File: src/rtl/cas_prio_pkg.sv
package cas_prio_pkg;
   localparam int unsigned SLICE_W = 4;
   typedef logic [SLICE_W-1:0] slice_vec_t;
endpackage

File: src/rtl/cas_prio_slice.sv
module cas_prio_slice
   import cas_prio_pkg::*;
(
   input  slice_vec_t req_s,
   input  logic       claimed_in,
   output slice_vec_t pick_s,
   output logic       claimed_out
);
   logic grp_act;
   logic en;

   assign grp_act     = |req_s;
   assign en          = ~claimed_in;
   assign claimed_out = claimed_in | grp_act;

   always_comb begin
      pick_s[0] = req_s[0] & en;
      pick_s[1] = req_s[1] & ~req_s[0] & en;
      pick_s[2] = req_s[2] & ~req_s[1] & ~req_s[0] & en;
      pick_s[3] = req_s[3] & ~req_s[2] & ~req_s[1] & ~req_s[0] & en;
   end

   always_comb begin
      assert_slice_onehot_R6: assert ($onehot0(pick_s));
      if (claimed_in)
         assert_slice_muted_R6: assert (pick_s == '0);
   end
endmodule

File: src/rtl/cas_prio_chain.sv
module cas_prio_chain
   import cas_prio_pkg::*;
#(
   parameter int unsigned GROUPS = 8,
   localparam int unsigned W = SLICE_W * GROUPS
) (
   input  logic [W-1:0] req,
   output logic [W-1:0] pick,
   output logic         any_hit
);
   logic [GROUPS:0] claim;
   assign claim[0] = 1'b0;

   for (genvar g = 0; g < GROUPS; g++) begin : g_slice
      cas_prio_slice u_slice (
         .req_s      (req[g*SLICE_W +: SLICE_W]),
         .claimed_in (claim[g]),
         .pick_s     (pick[g*SLICE_W +: SLICE_W]),
         .claimed_out(claim[g+1])
      );
   end

   assign any_hit = claim[GROUPS];
endmodule

File: src/rtl/cas_prio_grant.sv
module cas_prio_grant
   import cas_prio_pkg::*;
#(
   parameter int unsigned GROUPS = 8,
   localparam int unsigned W = SLICE_W * GROUPS
) (
   input  logic         clk,
   input  logic         rst,
   input  logic [W-1:0] req,
   output logic [W-1:0] grant,
   output logic         any_req
);
   if (GROUPS < 1) begin : g_bad_groups
      $error("cas_prio_grant: GROUPS must be at least 1 (R7)");
   end

   logic [W-1:0] pick_c;
   logic         hit_c;

   cas_prio_chain #(.GROUPS(GROUPS)) u_chain (
      .req    (req),
      .pick   (pick_c),
      .any_hit(hit_c)
   );

   always_ff @(posedge clk) begin
      if (rst) begin
         grant   <= '0;
         any_req <= 1'b0;
      end else begin
         grant   <= pick_c;
         any_req <= hit_c;
      end
   end

   assert_reset_clear_R1: assert property (@(posedge clk)
      rst |=> (grant == '0 && !any_req));
   assert_onehot_R3: assert property (@(posedge clk) disable iff (rst)
      $onehot0(grant));
   assert_grant_has_req_R4: assert property (@(posedge clk) disable iff (rst)
      !$past(rst) |-> ((grant & ~$past(req)) == '0));
   assert_flag_match_R5: assert property (@(posedge clk) disable iff (rst)
      any_req == ($countones(grant) == 1));
   assert_flag_req_R5: assert property (@(posedge clk) disable iff (rst)
      !$past(rst) |-> (any_req == ($past(req) != '0)));
endmodule

File: config.mk
export PLATFORM = sky130hd
export DESIGN_NAME = cas_prio_grant
export DESIGN_NICKNAME = d
export VERILOG_FILES = /design/src/rtl/cas_prio_pkg.sv /design/src/rtl/cas_prio_slice.sv /design/src/rtl/cas_prio_chain.sv /design/src/rtl/cas_prio_grant.sv
export SDC_FILE = /design/constraint.sdc
export NUM_CORES = 1
export LEC_CHECK = 0
export BUFFER_PORTS_ARGS = -buffer_cell sky130_fd_sc_hd__buf_2
export CORE_MARGIN = 3
export CORE_UTILIZATION = 42
export CTS_BUF_LIST = sky130_fd_sc_hd__clkbuf_4 sky130_fd_sc_hd__clkbuf_8
export DETAILED_ROUTE_END_ITERATION = 10
export PLACE_DENSITY = 0.79
export SYNTH_ARGS = -nofsm -noshare
export SYNTH_HDL_FRONTEND = slang
export SYNTH_HIERARCHICAL = 1
export SYNTH_SLANG_ARGS = --single-unit
File: constraint.sdc
create_clock -name clk -period 4 [get_ports clk]
set_input_delay 0.4 -clock clk [delete_from_list [all_inputs] [get_ports clk]]
set_output_delay 0.4 -clock clk [all_outputs]
set_load 0.01 [all_outputs]
==> results of run 1 <==
-- per-layer routing --
metal,wire (um),up-vias,track usage (%)
met5,0,-,0
met4,36,0,7.27
met3,262,4,7.34
met2,1270,46,24.5
met1,1020,457,14.5
li1,-,552,-
-- critical path: stages --
cell	delay [ns]
buf_2	0.11
nor4_2	0.26
nand2b_1	0.16
nor4_2	0.18
nand2b_1	0.12
nor4_2	0.30
nand2b_1	0.12
nor4_2	0.30
nand2b_1	0.12
nor4_2	0.17
nand2b_1	0.12
nor4_2	0.31
nand2b_1	0.14
nor4_2	0.32
nand2b_1	0.15
buf_4	0.16
and2b_2	0.18
nor2b_1	0.11
-- state kept, by name (all words and copies together) (netlist names) --
register  count
grant        32
any_req       1
-- cells in the mapped netlist, drive strengths merged --
cell type	n	area [um2]
buf	3	22.5
and2	8	50.1
conb	1	3.75
nor4b	8	70.1
nor4	8	100
dfxtp	33	661
and2b	8	70.1
nand2b	8	50.1
nor3b	8	60.1
nor2b	33	206
-- area by class of cell --
| cell class | count | share of cell area (%) |
|---|---|---|
| clock inverters | 2 | 0.567 |
| clock buffers | 6 | 2.55 |
| well taps | 31 | 2.20 |
| repair buffers | 74 | 22.1 |
| multi-input cells | 85 | 35.2 |
| flip-flops and latches | 33 | 37.4 |
-- power by group --
part	switching (mW)	internal (mW)
combinational	0.0203	0.0195
clock	0.107	0.0737
sequential	0.000380	0.330
-- cell usage in the layout (no fill, tap or decap), drive strengths merged --
| cell | Yosys | layout |
|---|---|---|
| buf | 3 | 74 |
| nor4 | 8 | 8 |
| and2b | 8 | 8 |
| and2 | 8 | 8 |
| dfxtp | 33 | 33 |
| conb | 1 | 4 |
| nand2b | 8 | 8 |
| clkbuf | 0 | 6 |
| nor3b | 8 | 8 |
| clkinv | 0 | 2 |
| nor4b | 8 | 8 |
| nor2b | 33 | 33 |
-- path summary, 6_finish.rpt --
check                   start              endpoint  cells after the start
worst min-delay path  req[29]  grant[30]$_SDFF_PP0_                      3
worst max-delay path   req[0]  grant[28]$_SDFF_PP0_                     18
-- cell families (layout without fill, tap and decap cells) --
logic type | Yosys count | in the layout | share of synthesized area [%]
flops | 33 | 33 | 51.1
simple gates | 81 | 81 | 46.9
other cells | 1 | 4 | 0.290
buf+inv | 3 | 82 | 1.74
==> summary.md, run 1 <==
| Metric | Value |
|---|---|
| Status | completed |
| Die ar. | around 3800 um2 |
| Hold buffers post-CTS | 0 |
| Max-slew violations | 0 |
| Multi-input gate area | approximately 620 um2 |
| Layout overhead on the synthesized area | 36.6% |
| TritonCTS clock tree | done |
| Setup TNS | 0 ns |
| Row Count | 19 |
| Final setup fails | 0 |
| Critical path capture point type | flop |
| Post-route insts no fill | 231 |
| Final min period | around 3.5 ns |
| Grt ovf | 0 |
| RePlAce Congestion | between 0.7 and 0.8 |
| Final #Nets | approximately 230 |
| WS Path Type | primary input to flop |
| Post-DR vias/cell | ~4.6 |
| Place WS | -0.238 ns |
| Mapped Area | approximately 1300 um2 |
| IO buf count | 66 |
| Slew @ Worst Pin | ~0.56 ns |
| CP arrival | approximately 3.7 ns |
| First-pass GRT wire length | 3.86 mm |
| Average wire per standard cell | roughly 11 um |
| Synthesized flop and latch total | 33 |
| Total clock sinks | 33 |
| Post-CTS repair timing setup buffer count | 0 |
| P_leak | between 0.8 and 0.9 nW |
| Power per Cell Area | slightly above 300 nW/um2 |
| DR iter-0 viols | 30 |
| Worst Path Max Fanout | 4 |
| Hold Crit Class | primary input to flop |
| Worst setup margin | ~0.54 ns |
| Mapped Cells | 118 |
| Vias post-DR | between 1000 and 1500 |
| Max Cap Violations | 0 |
| Fin util | about three fifths |
| Final instance area | approximately 1800 um2 |
| Antenna cells | 0 |
| Placed cell areas | approximately 1700 um2 |
| Number of remaining DRC errors | 0 |
| RSZ-0062 raised after global routing | false |
| Die H | 61.5 um |
| Root Driver | clkbuf_4 |
| Post-CTS resize count | 0 |
| F_max | between 200 and 300 MHz |
| Max clock buf depth | 2 |
| Ys Warns | 6 |
| I/O pin total | 67 |
| Maximum vdd drop | between 0.2 and 0.25 mV |
| Avg Synthesized Cell Area | between 10 and 15 um2 |
| Total placed cells including tap cells | ~220 |
| Initial antenna violation count | 0 |
| Reg clk slew, reported paths | ~0.10 ns |
| Fraction of layout cells with a size suffix above 1 | around half |
| Total CTS buffers | 5 |
| Register Area | 661 um2 |
| Vias in the first global route | about 960 |
| Routed WL | between 2 and 3 mm |
| Gr usage total | between 10% and 20% |
| Worst Path Required | about 4.3 ns |
| Synth cell types | 10 |
| Initial core utilization | between 40 and 50% |
| Hold_ws | around 0.38 ns |
| H-tree depth | 2 |
| Relative slew slack | between 60% and 70% |
| Power Total | about 0.55 mW |
| Antenna-violating nets left | 0 |
| Drt pass-1 iters | 4 |
| Startpoint types | primary input |
| Largest net degree at the start of global routing | 34 |
| Final Hold Fails | 0 |
| Seq/Total Area, Yosys | between 50 and 60% |
| Final Cycle Share | a little under nine tenths |
| Fill cell count | around 250 |
| HPWL Detailed | just over 2 mm |
| DIE WIDTH | 61.5 um |
| CORE AREA | 2850 um2 |
Note: power is estimated with default switching activity, not from simulation.
==> run 2: changes to the inputs <==
--- a/config.mk
+++ b/config.mk
@@ -6,11 +6,13 @@
 export NUM_CORES = 1
 export LEC_CHECK = 0
 export BUFFER_PORTS_ARGS = -buffer_cell sky130_fd_sc_hd__buf_2
+export CELL_PAD_IN_SITES_DETAIL_PLACEMENT = 1
+export CELL_PAD_IN_SITES_GLOBAL_PLACEMENT = 1
 export CORE_MARGIN = 3
-export CORE_UTILIZATION = 42
+export CORE_UTILIZATION = 30
 export CTS_BUF_LIST = sky130_fd_sc_hd__clkbuf_4 sky130_fd_sc_hd__clkbuf_8
 export DETAILED_ROUTE_END_ITERATION = 10
-export PLACE_DENSITY = 0.79
+export PLACE_DENSITY = 0.77
 export SYNTH_ARGS = -nofsm -noshare
 export SYNTH_HDL_FRONTEND = slang
 export SYNTH_HIERARCHICAL = 1
==> summary.md, run 2 (synthesized netlist as in run 1, its figures left out) <==
| Metric | Value |
|---|---|
| Status | completed (unchanged) |
| Row Count | 23 (was 19) |
| Placed cell areas | 1740 um2 (was 1710 um2) |
| Worst Path Max Fanout | 4 (unchanged) |
| Antenna-violating nets left | 0 (unchanged) |
| Final Cycle Share | 88.7% (was 86.4%) |
| Multi-input gate area | 622 um2 (unchanged) |
| Die ar. | 5140 um2 (was 3780 um2) |
| Largest regs | grant (32), any_req (1) (unchanged) |
| Startpoint types | primary input (unchanged) |
| Critical path capture point type | flop (unchanged) |
| Final #Nets | 233 (unchanged) |
| Drt pass-1 iters | 2 (was 4) |
| Post-DR vias/cell | 4.47 (was 4.58) |
| Number of remaining DRC errors | 0 (unchanged) |
| P_leak | 0.846 nW (was 0.834 nW) |
| Gr usage total | 13.7% (was 14.4%) |
| Register Area | 661 um2 (unchanged) |
| Reg clk slew, reported paths | 0.06 ns (was 0.10 ns) |
| CP arrival | 3.69 ns (was 3.71 ns) |
| RSZ-0062 raised after global routing | false (unchanged) |
| Slew @ Worst Pin | 0.587 ns (was 0.561 ns) |
| Fin util | 44.7% (was 61.9%) |
| Fraction of layout cells with a size suffix above 1 | 48.7% (was 49.0%) |
| Initial antenna violation count | 0 (unchanged) |
| HPWL Detailed | 2.70 mm (was 2.02 mm) |
| Max-slew violations | 0 (unchanged) |
| Relative slew slack | 60.9% (was 62.6%) |
| Initial core utilization | 31.7% (was 45.4%) |
| F_max | 282 MHz (was 289 MHz) |
| Average wire per standard cell | 13.3 um (was 11.2 um) |
| Antenna cells | 0 (unchanged) |
| Final Hold Fails | 0 (unchanged) |
| IO buf count | 66 (unchanged) |
| Final min period | 3.55 ns (was 3.46 ns) |
| TritonCTS clock tree | done (unchanged) |
| Place WS | -0.299 ns (was -0.238 ns) |
| Largest net degree at the start of global routing | 34 (unchanged) |
| Worst Path Required | 4.14 ns (was 4.26 ns) |
| Largest Register | grant (unchanged) |
| Fill cell count | 496 (was 247) |
| I/O pin total | 67 (unchanged) |
| First-pass GRT wire length | 5.25 mm (was 3.86 mm) |
| Vias in the first global route | 1142 (was 958) |
| Max reg flops | 32 (unchanged) |
| CORE AREA | 4090 um2 (was 2850 um2) |
| Die H | 71.7 um (was 61.5 um) |
| Setup TNS | 0 ns (unchanged) |
| WS Path Type | primary input to flop (unchanged) |
| Power per Cell Area | 343 nW/um2 (was 312 nW/um2) |
| Vias post-DR | 1112 (was 1059) |
| Max clock buf depth | 2 (unchanged) |
| Post-CTS resize count | 0 (unchanged) |
| Total clock sinks | 33 (unchanged) |
| Root Driver | clkbuf_8 (was clkbuf_4) |
| DIE WIDTH | 71.7 um (was 61.5 um) |
| Total CTS buffers | 5 (unchanged) |
| Maximum vdd drop | 0.124 mV (was 0.204 mV) |
| Layout overhead on the synthesized area | 41.1% (was 36.6%) |
| Hold Crit Class | primary input to flop (unchanged) |
| Most frequent cells in the layout | buf_2, nor2b_1, dfxtp_1 (unchanged) |
| Final setup fails | 0 (unchanged) |
| Routed WL | 3.32 mm (was 2.59 mm) |
| Power Total | 0.627 mW (was 0.551 mW) |
| Grt ovf | 0 (unchanged) |
| Post-CTS repair timing setup buffer count | 0 (unchanged) |
| Max Cap Violations | 0 (unchanged) |
| H-tree depth | 2 (unchanged) |
| RePlAce Congestion | 0.747 (was 0.732) |
| Final instance area | 1830 um2 (was 1770 um2) |
| DR iter-0 viols | 37 (was 30) |
| Worst setup margin | 0.452 ns (was 0.544 ns) |
| Most common cell after layout, fill and taps aside | buf_2 (unchanged) |
[run 2: worst max-delay path, stage by stage]
cell      delay [ns]
buf_2           0.11
nor4_2          0.28
nand2b_1        0.14
nor4_2          0.30
nand2b_1        0.12
nor4_2          0.30
nand2b_1        0.12
nor4_2          0.30
nand2b_1        0.12
nor4_2          0.20
nand2b_1        0.13
nor4_2          0.30
nand2b_1        0.13
nor4_2          0.19
nand2b_1        0.16
nor4_2          0.19
nand2b_1        0.08
nor2b_1         0.13
[run 2: timing repair]
action / in CTS / in global routing
endpoints found under the hold margin: 0 / 0
pin swaps: 1 / 2
cloned: 0 / 0
endpoints found under the setup margin: 1 / 3
hold buffers: 0 / 0
[run 2: layer usage]
layer	routed length (um)	up-vias	GRT usage [%]
met1	1240	510	14.2
met3	310	6	5.47
li1	-	546	-
met4	60	0	6.89
met2	1710	50	23.9
met5	0	-	0
[run 2: where the power goes]
group	leakage [nW]	internal, mW	switching, mW
Combinational	0.532	0.0198	0.0221
Sequential	0.266	0.330	0.000402
Clock	0.0477	0.143	0.111
[run 2: cell type report]
type,instances,share of cell area (%)
flip-flops and latches,33,36.2
multi-input cells,85,34.1
repair buffers,74,21.4
clock buffers,7,4.93
well taps,50,3.43
[run 2: worst paths after layout]
path,start,endpoint,slack (ns),cells after the start
worst max-delay path,req[0],any_req$_SDFF_PP0_,0.45,18
worst min-delay path,req[29],grant[30]$_SDFF_PP0_,0.44,3
[run 2: metrics by stage]
step,hold slack [ns],cells
finish,0.440,249
CTS,0.423,249
global placement,0.711,242
global route,0.430,249
detailed placement,0.728,242
floorplan,0.472,121
==> run 3: changes to the inputs <==
--- a/config.mk
+++ b/config.mk
@@ -9,10 +9,10 @@
 export CELL_PAD_IN_SITES_DETAIL_PLACEMENT = 1
 export CELL_PAD_IN_SITES_GLOBAL_PLACEMENT = 1
 export CORE_MARGIN = 3
-export CORE_UTILIZATION = 30
+export CORE_UTILIZATION = 34
 export CTS_BUF_LIST = sky130_fd_sc_hd__clkbuf_4 sky130_fd_sc_hd__clkbuf_8
 export DETAILED_ROUTE_END_ITERATION = 10
-export PLACE_DENSITY = 0.77
+export PLACE_DENSITY = 0.82
 export SYNTH_ARGS = -nofsm -noshare
 export SYNTH_HDL_FRONTEND = slang
 export SYNTH_HIERARCHICAL = 1
==> constraint.sdc (replaced) <==
create_clock -name clk -period 3.9 [get_ports clk]
set_input_delay 0.39 -clock clk [delete_from_list [all_inputs] [get_ports clk]]
set_output_delay 0.39 -clock clk [all_outputs]
set_load 0.01 [all_outputs]
==> summary.md, run 3 (synthesized netlist as in run 1, its figures left out) <==
| Metric | Value |
|---|---|
| Status | completed (unchanged) |
| Fill cell count | 417 (was 496) |
| Post-DR vias/cell | 4.47 (about the same) |
| Final min period | approximately 3.4 ns |
| P_int | 0.506 mW (was 0.493 mW) |
| IO buf count | 66 (unchanged) |
| Reg clk slew, reported paths | 0.06 ns (about the same) |
| Antenna cells | 0 (unchanged) |
| H-tree depth | 2 (unchanged) |
| P_leak | 0.851 nW (was 0.846 nW) |
| Setup TNS | 0 ns (unchanged) |
| P_sw | 0.133 mW (was 0.134 mW) |
| Fraction of layout cells with a size suffix above 1 | 48.7% (unchanged) |
| Antenna-violating nets left | 0 (unchanged) |
| Worst Path Max Fanout | 4 (unchanged) |
| Multi-input gate area | 639 um2 (was 622 um2) |
| Vias post-DR | 1094 (was 1112) |
| Root Driver | clkbuf_8 (unchanged) |
| F_max | between 200 and 300 MHz |
| HPWL Detailed | 2.44 mm (was 2.70 mm) |
| Worst setup margin | 0.453 ns (was 0.452 ns) |
| TritonCTS clock tree | done (unchanged) |
| Initial antenna violation count | 0 (unchanged) |
| Largest regs | grant (32), any_req (1) (unchanged) |
| Startpoint types | primary input (unchanged) |
| Relative slew slack | 62.5% (was 60.9%) |
| Initial core utilization | 37.0% (was 31.7%) |
| Hold Crit Class | primary input to flop (unchanged) |
| Die H | 67.7 um (was 71.7 um) |
| Row Count | 21 (was 23) |
| Max clock buf depth | 2 (unchanged) |
| CORE AREA | 3490 um2 (was 4090 um2) |
| Hold buffers post-CTS | 0 (unchanged) |
| Max-slew violations | 0 (unchanged) |
| Power per Cell Area | 348 nW/um2 (was 343 nW/um2) |
| Slew @ Worst Pin | 0.562 ns (was 0.587 ns) |
| Wire length on met1 | 1.10 mm (was 1.24 mm) |
| Clock group share of total power | 40.1% (was 40.6%) |
| Total clock sinks | 33 (unchanged) |
| WL met3 | 299 um (was 310 um) |
| Post-route insts no fill | 245 (was 249) |
| Top layer in use | met4 (unchanged) |
| Average wire per standard cell | 12.3 um (was 13.3 um) |
| WS Path Type | primary input to flop (unchanged) |
| DR iter-0 viols | 46 (was 37) |
| Flop pwr share | 53.1% (was 52.8%) |
| Routed WL | 3.02 mm (was 3.32 mm) |
| Most frequent cells in the layout | buf_2, nor2b_1, dfxtp_1 (unchanged) |
| Critical path capture point type | flop (unchanged) |
| Maximum vdd drop | 0.181 mV (was 0.124 mV) |
| Buf/Inv on CP | 1 (unchanged) |
| Final setup fails | 0 (unchanged) |
| Most frequent CP cell | nand2b_1 |
| Power Total | 0.639 mW (was 0.627 mW) |
| Switching Share | 20.9% (was 21.3%) |
| Part of the power in combinational logic | 6.8% (was 6.7%) |
| Hold_ws | 0.424 ns (was 0.440 ns) |
| CP delay by family, top | simple AND/OR/NAND/NOR gates (unchanged) |
| Total CTS buffers | 5 (unchanged) |
| Critical path, cell by cell | buf_2 -> nor4_2 -> nand2b_1 -> nor4_2 -> nand2b_1 -> nor4_2 -> nand2b_1 -> nor4_4 -> nand2b_1 -> nor4_2 -> nand2b_1 -> nor4_2 -> nand2b_1 -> nor4_2 -> nand2b_1 -> nor4_4 -> nand2b_1 -> nor2b_1 (was buf_2 -> nor4_2 -> nand2b_1 -> nor4_2 -> nand2b_1 -> nor4_2 -> nand2b_1 -> nor4_2 -> nand2b_1 -> nor4_2 -> nand2b_1 -> nor4_2 -> nand2b_1 -> nor4_2 -> nand2b_1 -> nor4_2 -> nand2b_1 -> nor2b_1) |
| CP arrival | 3.59 ns (was 3.69 ns) |
| Total placed cells including tap cells | 237 (was 242) |
| Final Cycle Share | between 80% and 90% |
| Highest-delay cell along the critical path | nor4_2 (unchanged) |
| Die ar. | 4580 um2 (was 5140 um2) |
| First-pass GRT wire length | 4.71 mm (was 5.25 mm) |
| Number of remaining DRC errors | 0 (unchanged) |
| Slowest stage delay, CP | 0.31 ns (was 0.30 ns) |
| Vias in the first global route | 1131 (was 1142) |
| I/O pin total | 67 (unchanged) |
| Largest net degree at the start of global routing | 34 (unchanged) |
| Max reg flops | 32 (unchanged) |
| RePlAce Congestion | 0.741 (was 0.747) |
| Largest Register | grant (unchanged) |
| Grt ovf | 0 (unchanged) |
| Max Cap Violations | 0 (unchanged) |
| Length of routed met2 wiring | 1.58 mm (was 1.71 mm) |
| Most common cell after layout, fill and taps aside | buf_2 (unchanged) |
| Place WS | -0.356 ns (was -0.299 ns) |
| Layout overhead on the synthesized area | 42.1% (was 41.1%) |
| Final Hold Fails | 0 (unchanged) |
| DIE WIDTH | 67.7 um (was 71.7 um) |
| Worst Path Required | 4.04 ns (was 4.14 ns) |
| Register Area | 661 um2 (unchanged) |
| Drt pass-1 iters | 4 (was 2) |
| Final #Nets | 233 (unchanged) |
| Gr usage total | 13.9% (was 13.7%) |
==> run 3: cell counts in the layout (fill, tap and decap cells not counted) <==
Identical to the previous run, type by type.
==> run 3: routing by layer <==
metal / GRT usage, % / up-vias
met1: 12.9 / 499
li1: - / 547
met5: 0 / -
met2: 25.8 / 43
met4: 7.09 / 0
met3: 5.82 / 5
==> run 3: what timing repair did <==
action,CTS,global route
pin swaps,1,6
buffers inserted,0,1
resized for setup,0,2
setup endpoints to repair,3,5
==> run 3: area by class of cell <==
class | count | area share (%)
tap | 46 | 3.13
sequential | 33 | 35.9
timing repair buffer | 74 | 21.2
clock buffer | 7 | 4.90
multi-input combinational | 85 | 34.8
==> run 3: path summary, 6_finish.rpt <==
path | startpoint | end | slack (ns) | cells past startpoint
setup / recovery | req[0] | any_req$_SDFF_PP0_ | 0.45 | 18
hold / removal | req[9] | grant[10]$_SDFF_PP0_ | 0.42 | 3
==> run 3: power groups by stage <==
stage | registers (mW) | clock network, mW | logic [mW]
global placement | 0.347 | 0 | 0.0404
CTS | 0.339 | 0.267 | 0.0424
finish | 0.339 | 0.257 | 0.0433
global route | 0.339 | 0.282 | 0.0478
detailed placement | 0.347 | 0 | 0.0422
floorplan | 0.347 | 0 | 0.0124
==> run 3: through the flow <==
step / util [%] / instance area (um2)
floorplan: - / 1310
global placement: 49.3 / 1720
detailed placement: 49.3 / 1720
CTS: 51.9 / 1810
global route: 52.6 / 1840
finish: 52.6 / 1840
